<file path="src/rtl/slp_pkg.sv">
package slp_pkg;

    typedef enum logic [1:0] {
        WK_FULL   = 2'b00,
        WK_WDT    = 2'b01,
        WK_RESUME = 2'b10,
        WK_VECTOR = 2'b11
    } wake_code_t;

    typedef enum logic {
        ST_RUN   = 1'b0,
        ST_SLEEP = 1'b1
    } pwr_state_t;

    typedef struct packed {
        logic ext;
        logic wdt;
        logic irq;
        logic irq_svc;
        logic pin;
    } wake_src_t;

    function automatic logic wdt_counts(input logic asleep, input logic src_own,
                                        input logic osc_off);
        return !asleep || (src_own && !osc_off);
    endfunction

endpackage

</file>
<file path="src/rtl/slp_pin_edge.sv">
module slp_pin_edge #(
    parameter int W = 8
) (
    input  logic         clk,
    input  logic         rst,
    input  logic [W-1:0] pin_in,
    output logic [W-1:0] fall
);
    logic [W-1:0] s1_q, s2_q, prev_q;

    always_ff @(posedge clk) begin
        if (rst) begin
            s1_q   <= '0;
            s2_q   <= '0;
            prev_q <= '0;
        end else begin
            s1_q   <= pin_in;
            s2_q   <= s1_q;
            prev_q <= s2_q;
        end
    end

    assign fall = prev_q & ~s2_q;

endmodule

</file>
<file path="src/rtl/slp_wake_arb.sv">
module slp_wake_arb
    import slp_pkg::*;
(
    input  wake_src_t  src,
    output logic       any,
    output wake_code_t code
);
    always_comb begin
        any  = src.ext | src.wdt | src.irq | src.pin;
        code = WK_RESUME;
        if (src.ext)
            code = WK_FULL;
        else if (src.wdt)
            code = WK_WDT;
        else if (src.irq)
            code = src.irq_svc ? WK_VECTOR : WK_RESUME;
    end

endmodule

</file>
<file path="src/rtl/slp_status.sv">
module slp_status (
    input  logic clk,
    input  logic rst,
    input  logic halt_entry,
    input  logic clr_wdt,
    input  logic wdt_tick,
    output logic pdf,
    output logic to_flag
);
    always_ff @(posedge clk) begin
        if (rst) begin
            pdf     <= 1'b0;
            to_flag <= 1'b0;
        end else begin
            if (halt_entry)
                pdf <= 1'b1;
            else if (clr_wdt)
                pdf <= 1'b0;

            if (halt_entry)
                to_flag <= 1'b0;
            else if (wdt_tick)
                to_flag <= 1'b1;
        end
    end

    AST_HALT_SETS_PDF: assert property (@(posedge clk) disable iff (rst)
        halt_entry |=> (pdf && !to_flag));
    AST_CLR_DROPS_PDF: assert property (@(posedge clk) disable iff (rst)
        (clr_wdt && !halt_entry) |=> !pdf);
    AST_TICK_SETS_TO: assert property (@(posedge clk) disable iff (rst)
        (wdt_tick && !halt_entry) |=> to_flag);

endmodule

</file>
<file path="src/rtl/slp_wake_ctrl.sv">
module slp_wake_ctrl
    import slp_pkg::*;
#(
    parameter int PORT_W = 8,
    parameter int NIRQ   = 4
) (
    input  logic              clk,
    input  logic              rst,
    input  logic              halt_req,
    input  logic              clr_wdt,
    input  logic              ext_rst,
    input  logic [PORT_W-1:0] port_in,
    input  logic [PORT_W-1:0] port_wake_en,
    input  logic [NIRQ-1:0]   irq_req,
    input  logic [NIRQ-1:0]   irq_en,
    input  logic              stack_full,
    input  logic              wdt_ovf,
    input  logic              wdt_src_own,
    input  logic              wdt_osc_off,
    output logic              sys_clk_en,
    output logic              pdf,
    output logic              to_flag,
    output logic              wdt_clr,
    output logic              wdt_run,
    output logic              wake_valid,
    output logic [1:0]        wake_code
);
    pwr_state_t      state_q;
    logic [NIRQ-1:0] armed_q;
    logic            wake_q;
    wake_code_t      code_q;
    logic            clr_q;

    logic              asleep;
    logic              halt_entry;
    logic              wdt_tick;
    logic [PORT_W-1:0] fall;
    logic [NIRQ-1:0]   irq_new;
    wake_src_t         src;
    logic              wake_any;
    wake_code_t        wake_sel;

    assign asleep     = (state_q == ST_SLEEP);
    assign halt_entry = !asleep && halt_req;
    assign wdt_run    = wdt_counts(asleep, wdt_src_own, wdt_osc_off);
    assign wdt_tick   = wdt_ovf && wdt_run;
    assign irq_new    = irq_req & armed_q;

    slp_pin_edge #(.W(PORT_W)) u_edge (
        .clk    (clk),
        .rst    (rst),
        .pin_in (port_in),
        .fall   (fall)
    );

    always_comb begin
        src.ext     = asleep && ext_rst;
        src.wdt     = asleep && wdt_tick;
        src.irq     = asleep && (|irq_new);
        src.irq_svc = (|(irq_new & irq_en)) && !stack_full;
        src.pin     = asleep && (|(fall & port_wake_en));
    end

    slp_wake_arb u_arb (
        .src  (src),
        .any  (wake_any),
        .code (wake_sel)
    );

    slp_status u_status (
        .clk        (clk),
        .rst        (rst),
        .halt_entry (halt_entry),
        .clr_wdt    (clr_wdt),
        .wdt_tick   (wdt_tick),
        .pdf        (pdf),
        .to_flag    (to_flag)
    );

    always_ff @(posedge clk) begin
        if (rst) begin
            state_q <= ST_RUN;
            armed_q <= '0;
            wake_q  <= 1'b0;
            code_q  <= WK_FULL;
            clr_q   <= 1'b0;
        end else begin
            wake_q <= 1'b0;
            clr_q  <= 1'b0;
            if (halt_entry) begin
                state_q <= ST_SLEEP;
                armed_q <= ~irq_req;
                clr_q   <= wdt_src_own && !wdt_osc_off;
            end else if (wake_any) begin
                state_q <= ST_RUN;
                wake_q  <= 1'b1;
                code_q  <= wake_sel;
            end
        end
    end

    assign sys_clk_en = !asleep;
    assign wake_valid = wake_q;
    assign wake_code  = code_q;
    assign wdt_clr    = clr_q;

    AST_WAKE_ONE_CYCLE: assert property (@(posedge clk) disable iff (rst)
        wake_valid |=> !wake_valid);
    AST_WAKE_WITH_CLK: assert property (@(posedge clk) disable iff (rst)
        wake_valid |-> sys_clk_en);
    AST_EXT_WINS: assert property (@(posedge clk) disable iff (rst)
        (asleep && ext_rst) |=> (wake_valid && wake_code == 2'b00));
    AST_WDT_WAKE_TO: assert property (@(posedge clk) disable iff (rst)
        (wake_valid && wake_code == 2'b01) |-> to_flag);
    AST_CLR_ASLEEP: assert property (@(posedge clk) disable iff (rst)
        wdt_clr |-> !sys_clk_en);

endmodule

</file>
<file path="config.mk">
export PLATFORM = sky130hd
export DESIGN_NAME = slp_wake_ctrl
export DESIGN_NICKNAME = d
export VERILOG_FILES = /design/src/rtl/slp_pkg.sv /design/src/rtl/slp_pin_edge.sv /design/src/rtl/slp_wake_arb.sv /design/src/rtl/slp_status.sv /design/src/rtl/slp_wake_ctrl.sv
export SDC_FILE = /design/constraint.sdc
export NUM_CORES = 1
export LEC_CHECK = 0
export BUFFER_PORTS_ARGS = -buffer_cell sky130_fd_sc_hd__buf_2
export CORE_MARGIN = 5
export CORE_UTILIZATION = 35
export DETAILED_ROUTE_END_ITERATION = 10
export GPL_TIMING_DRIVEN = 0
export PLACE_DENSITY_LB_ADDON = 0.3
export SYNTH_ARGS = -nofsm -noshare
export SYNTH_HDL_FRONTEND = slang
export SYNTH_SLANG_ARGS = --single-unit
</file>
<file path="constraint.sdc">
create_clock -name clk -period 3.4 [get_ports clk]
set_clock_uncertainty 0.05 [all_clocks]
set_input_delay 0.34 -clock clk [delete_from_list [all_inputs] [get_ports clk]]
set_output_delay 0.34 -clock clk [all_outputs]
set_load 0.03 [all_outputs]
</file>
==> reports/qor.yml, run 1 <==
routed.top_layer: "met4"
cts_root_buf: "clkbuf_4"
fin_util_pct: 46.7
syn_inst: 116
drcViolationCount: 0
cts_buffers: 5
antennaDiodeCount: 0
cts_sinks: 35
synth_warnings: 0
stdcell_area_um2: 1570
dp_hpwl_um: 1890
die_area_um2: 4790
fp-row-count: 21
grt_max_degree: 12
crit_chain: "inv_1 > buf_2"
cts_resized: 0
critical_path_class: "reg -> out"
routed_wl_um: 2380
layout-drive-gt1-share_pct: 33.5
clockBufferDepth: 2
placed_area_um2: 1480
finalSetupTns_ns: 0
slew_violations: 0
wl_per_cell_um: 11.3
reg2reg_depth: 4
hold_slack_ns: 0.150
fin_ws_ns: 1.94
post_cts.repair.setup_buffers: 0
dp_slack_ns: 1.97
syn_to_final_growth_pct: 28.1
grt_pass1_wl_um: 4110
crit_path_max_incr_delay_ns: 0.45
h-tree-depth: 2
hp-start: "irq_req[0]"
grt_usage_pct: 10.9
coreArea_um2: 3360
final_common_cell: "buf_2"
syn_area_um2: 1230
worst_pin_slew_ns: 0.458
rsz0062_at_grt: "false"
initial_core_util_pct: 36.5
finalSetupViolations: 0
maxCapViolCount: 0
yosysUniqueCellTypes: 25
vias: 957
leakagePower_nw: 0.661
cp.required_ns: 3.01
routed-wl-met3_um: 155
initialDrtViolationCount: 42
die_h_um: 69.2
cp_slowest_cell: "dfxtp_1"
dieWidth_um: 69.2
drt-pass1-iter-count: 4
grt_overflow: 0
seq_area_frac_synth_pct: 57.1
regArea_um2: 701
synth_nets: 149
pin_count: 41
multiInputGateArea_um2: 497
syn_avg_cell_area_um2: 10.6
nets: 196
clkTransAtPathRegs_ns: 0.10
fillers: 362
viasPerCell: 4.56
cts_hold_buf: 0
route.met2.wl_um: 1280
finalHoldViolations: 0
synth-seq-cells: 35
worstPathArrival_ns: 1.07
peakVddDrop_mv: 0.292
antenna_found_initial: 0
crit_path_start: "asleep$_SDFFE_PP0P_"
clk_latency_ns: 0.33
fmax_ghz: 0.683
mostFrequentLayoutCells: "buf_2 (42), dfxtp_1 (35), nor2b_1 (26)"
fin_crit_sh_pct: 43.1
numPortBuffers: 40
timing.rr.start: "armed_q[1]$_SDFFE_PP0P_"
cts_tree: "done"
min_path_cells: 2
ant_nets: 0
status: "finished clean"
critPathLaunchType: "flop"
met1_length_um: 894
place_congestion: 0.771
endpoint_kind: "output port"
grt_pass1_vias: 1022
hold_class: "in -> reg"
fin_crit_ns: 1.46
pwr_density_cell_nw_per_um2: 530
slew_headroom_pct: 69.5
critPathMaxFanout: 6
## state kept, by name, summed over array words and instances, names as in the netlist, 2 cells and up
signal	count
armed_q	4
u_edge.prev_q	8
u_edge.s1_q	8
u_edge.s2_q	8
wake_code	2
## metrics by stage
step	total power, W	instances
3_3_place_gp	0.000530	202
6_report	0.000832	210
2_1_floorplan	0.000499	116
3_5_place_dp	0.000533	202
5_1_grt	0.000873	210
4_1_cts	0.000845	210
## final cells by class
cell class                      count  area share (%)
Timing Repair Buffer               40            12.7
Clock inverter                      2            2.23
Tap cell                           46            3.67
Inverter                            2           0.478
Clock buffer                        6            3.27
Sequential cell                    35            44.6
Buffer                              5            1.35
Multi-Input combinational cell     74            31.6
## layer usage
layer | track usage [%] | up-vias
li1 | - | 493
met1 | 10.2 | 436
met2 | 19.1 | 23
met3 | 4.64 | 5
met4 | 7.16 | 0
met5 | 0 | -
## where the power goes
part / switching, W / internal (W)
Clock: 0.000136 / 0.000174
Combinational: 0.0000430 / 0.0000415
Sequential: 0.00000844 / 0.000429
Total: 0.000187 / 0.000645
## synth_stat cells
library cell / count / area, um^2
and3_4: 1 / 11.3
nand2_1: 1 / 3.75
a22oi_1: 2 / 15.0
nor3_1: 2 / 10.0
clkbuf_1: 3 / 11.3
o31ai_1: 1 / 7.51
nand3b_1: 9 / 67.6
a21oi_1: 3 / 15.0
nor2b_1: 26 / 163
nor3b_1: 2 / 15.0
inv_1: 2 / 7.51
buf_2: 2 / 10.0
a21boi_0: 1 / 7.51
a211oi_1: 4 / 30.0
nand3_1: 4 / 20.0
o32ai_2: 1 / 16.3
nand2b_1: 3 / 18.8
nand4_1: 1 / 6.26
and4b_4: 1 / 13.8
dfxtp_1: 35 / 701
nor2_1: 6 / 22.5
a41oi_1: 2 / 17.5
a31oi_1: 1 / 6.26
or2b_1: 1 / 7.51
and4_4: 2 / 22.5
## kinds of logic (layout without fill, tap and decap cells)
kind of cell	Yosys count	after routing	share of synthesized area [%]
and+or+nand+nor	59	59	31.1
DFF	35	35	57.1
AOI/OAI and AO/OA	15	15	9.39
buffers and inverters	7	55	2.35
## critical path: cells and delay by family (launching register included)
family	cells	cell delay, ns
flops	1	0.45
buf+inv	2	0.29
## path summary, 6_finish.rpt
check / endpoint / slack [ns]
worst max-delay path: sys_clk_en / 1.94
worst min-delay path: armed_q[0]$_SDFFE_PP0P_ / 0.15
worst max register to register: wake_code[1]$_SDFFE_PP0P_ / 2.11
worst min register to register: u_edge.s2_q[0]$_SDFF_PP0_ / 0.39
Power figures use the tool's default switching activity.
==> run 2, diff against run 1 <==
--- a/config.mk
+++ b/config.mk
@@ -5,6 +5,7 @@
 export SDC_FILE = /design/constraint.sdc
 export NUM_CORES = 1
 export LEC_CHECK = 0
+export ABC_AREA = 1
 export BUFFER_PORTS_ARGS = -buffer_cell sky130_fd_sc_hd__buf_2
 export CORE_MARGIN = 5
 export CORE_UTILIZATION = 35
==> constraint.sdc (replaced) <==
create_clock -name clk -period 1.4 [get_ports clk]
set_clock_uncertainty 0.05 [all_clocks]
set_input_delay 0.14 -clock clk [delete_from_list [all_inputs] [get_ports clk]]
set_output_delay 0.14 -clock clk [all_outputs]
set_load 0.03 [all_outputs]
==> run 2 against run 1 <==
  * Sequential share of layout area shrank 3.4 points
  * Register-to-register slack lost 1.9 ns
  * Largest cell class unchanged
  * Largest power group unchanged
  * Hold slack lost 0.11 ns
  * Highest routed layer unchanged
==> reports/qor.yml, run 2 <==
status: "finished clean"
critPathLaunchType: "flop"
cts_sinks: 35
endpoint_kind: "output port"
vias: 1068
leakagePower_nw: 0.856
cp.required_ns: 1.21
mostFrequentLayoutCells: "buf_2 (42), dfxtp_1 (35), nor2_1 (30)"
hold_slack_ns: 0.0440
finalSetupViolations: 0
synth-main-ff-cell: "dfxtp_1"
cts_tree: "done"
maxCapViolCount: 0
fin_crit_ns: 1.32
timing.rr.start: "u_edge.s2_q[0]$_SDFF_PP0_"
syn_to_final_growth_pct: 40.1
die_h_um: 68.9
drt-pass1-iter-count: 4
nets: 251
wl_per_cell_um: 9.47
synth_warnings: 0
yosysUniqueCellTypes: 15
syn_avg_cell_area_um2: 7.79
hold_class: "in -> reg"
fin_ws_ns: 0.0763
met1_length_um: 1110
fp-row-count: 21
h-tree-depth: 2
initial_core_util_pct: 36.4
grt_overflow: 0
largestRegisters: "u_edge.prev_q: 8 flops, u_edge.s1_q: 8 flops, u_edge.s2_q: 8 flops"
routed.top_layer: "met4"
crit_path_start: "asleep$_SDFFE_PP0P_"
fin_crit_sh_pct: 94.6
routed-wl-met3_um: 100
initialDrtViolationCount: 60
synth_top_area_share_pct: 57.7
synth_nets: 189
finalHoldViolations: 0
post_cts.repair.setup_buffers: 0
viasPerCell: 4.03
numPortBuffers: 40
synth.most_common_cell: "dfxtp_1"
pwr_density_cell_nw_per_um2: 1130
fmax_ghz: 0.755
die_area_um2: 4750
grt_max_degree: 13
rsz0062_at_grt: "false"
clk_latency_ns: 0.33
seq_area_frac_synth_pct: 57.7
layout-drive-gt1-share_pct: 26.5
grt_pass1_vias: 978
synth_edf_count: 0
clockBufferDepth: 2
placed_area_um2: 1470
synth_area_leaders: "dfxtp_1 (58%), nor2_1 (9.3%), inv_1 (9.0%)"
cts_root_buf: "clkbuf_4"
coreArea_um2: 3340
slew_violations: 0
grt_usage_pct: 11.8
hp-start: "halt_req"
min_path_cells: 3
routed_wl_um: 2510
critPathMaxFanout: 6
peakVddDrop_mv: 0.733
worst_pin_slew_ns: 0.235
synth_top_cells_by_count: "dfxtp_1 (35), nor2_1 (30), inv_1 (29)"
place_congestion: 0.834
synth_top_area_cell: "dfxtp_1"
async_flop_share_pct: 0
reg2reg_depth: 9
grt_pass1_wl_um: 4070
syn_inst: 156
antenna_found_initial: 0
stdcell_area_um2: 1700
pin_count: 41
synth-seq-cells: 35
syn_area_um2: 1210
dp_slack_ns: 0.264
drcViolationCount: 0
dieWidth_um: 68.9
cts_buffers: 5
route.met2.wl_um: 1250
critical_path_class: "reg -> out"
dp_hpwl_um: 1700
slew_headroom_pct: 84.2
ant_nets: 0
worstPathArrival_ns: 1.13
clkTransAtPathRegs_ns: 0.10
finalSetupTns_ns: 0
antennaDiodeCount: 0
final_common_cell: "buf_2"
r2r_setup_slack_ns: 0.23
## run 2: changes by cell type in the layout (fill, tap and decap cells not counted), moves of 15 or more
cell,previous run,this run
nand2_1,1,21
nand3_1,4,19
dlygate4sd3_1,0,16
nor2_1,6,30
nor2b_1,26,0
inv_1,2,29
## run 2: routing by layer
metal	GRT usage [%]	vias up
met4	8.03	0
met1	13.4	449
met3	3.40	4
met5	0	-
li1	-	590
met2	19.0	25
## run 2: repair_timing
item	4_1_cts	5_1_grt
resized for setup	0	2
endpoints found under the setup margin	0	1
hold endpoints to repair	15	0
hold buffers	16	0
## run 2: worst paths after layout
check / endpoint
worst max register to register: wake_code[1]$_SDFFE_PP0P_
worst min register to register: u_edge.s2_q[3]$_SDFF_PP0_
worst max-delay path: wdt_run
worst min-delay path: asleep$_SDFFE_PP0P_
## run 2: stage by stage
stage                     util, %  std cells  total power (W)
final                        51.0        265          0.00192
after global routing         51.0        265          0.00203
after CTS                    51.0        266          0.00194
after detailed placement     44.1        242          0.00132
after global placement       44.1        242          0.00131
after floorplan                 -        156          0.00123
## run 2: logic make-up (layout without fill, tap and decap cells)
family | count (synthesis) | after routing | synth area share, %
simple gates | 76 | 76 | 26.5
buf+inv | 34 | 97 | 10.8
flops | 35 | 35 | 57.7
compound gates | 11 | 11 | 5.05
## run 2: power breakdown
part / internal [W] / switching, W
Combinational: 0.000115 / 0.000146
Clock: 0.000247 / 0.000345
Sequential: 0.00105 / 0.0000231
## run 2: critical path: stages (launching register included)
cell and delay [ns]:
dfxtp_1 0.44, o21ai_0 0.16, buf_2 0.21
## run 2: layout make-up
type	instances	area (um^2)
fill	331	1640
sequential	35	701
multi-input combinational	87	389
timing repair buffer	55	355
inverter	31	116
tap	46	57.6
clock buffer	6	51.3
clock inverter	2	16.3
buffer	3	15.0
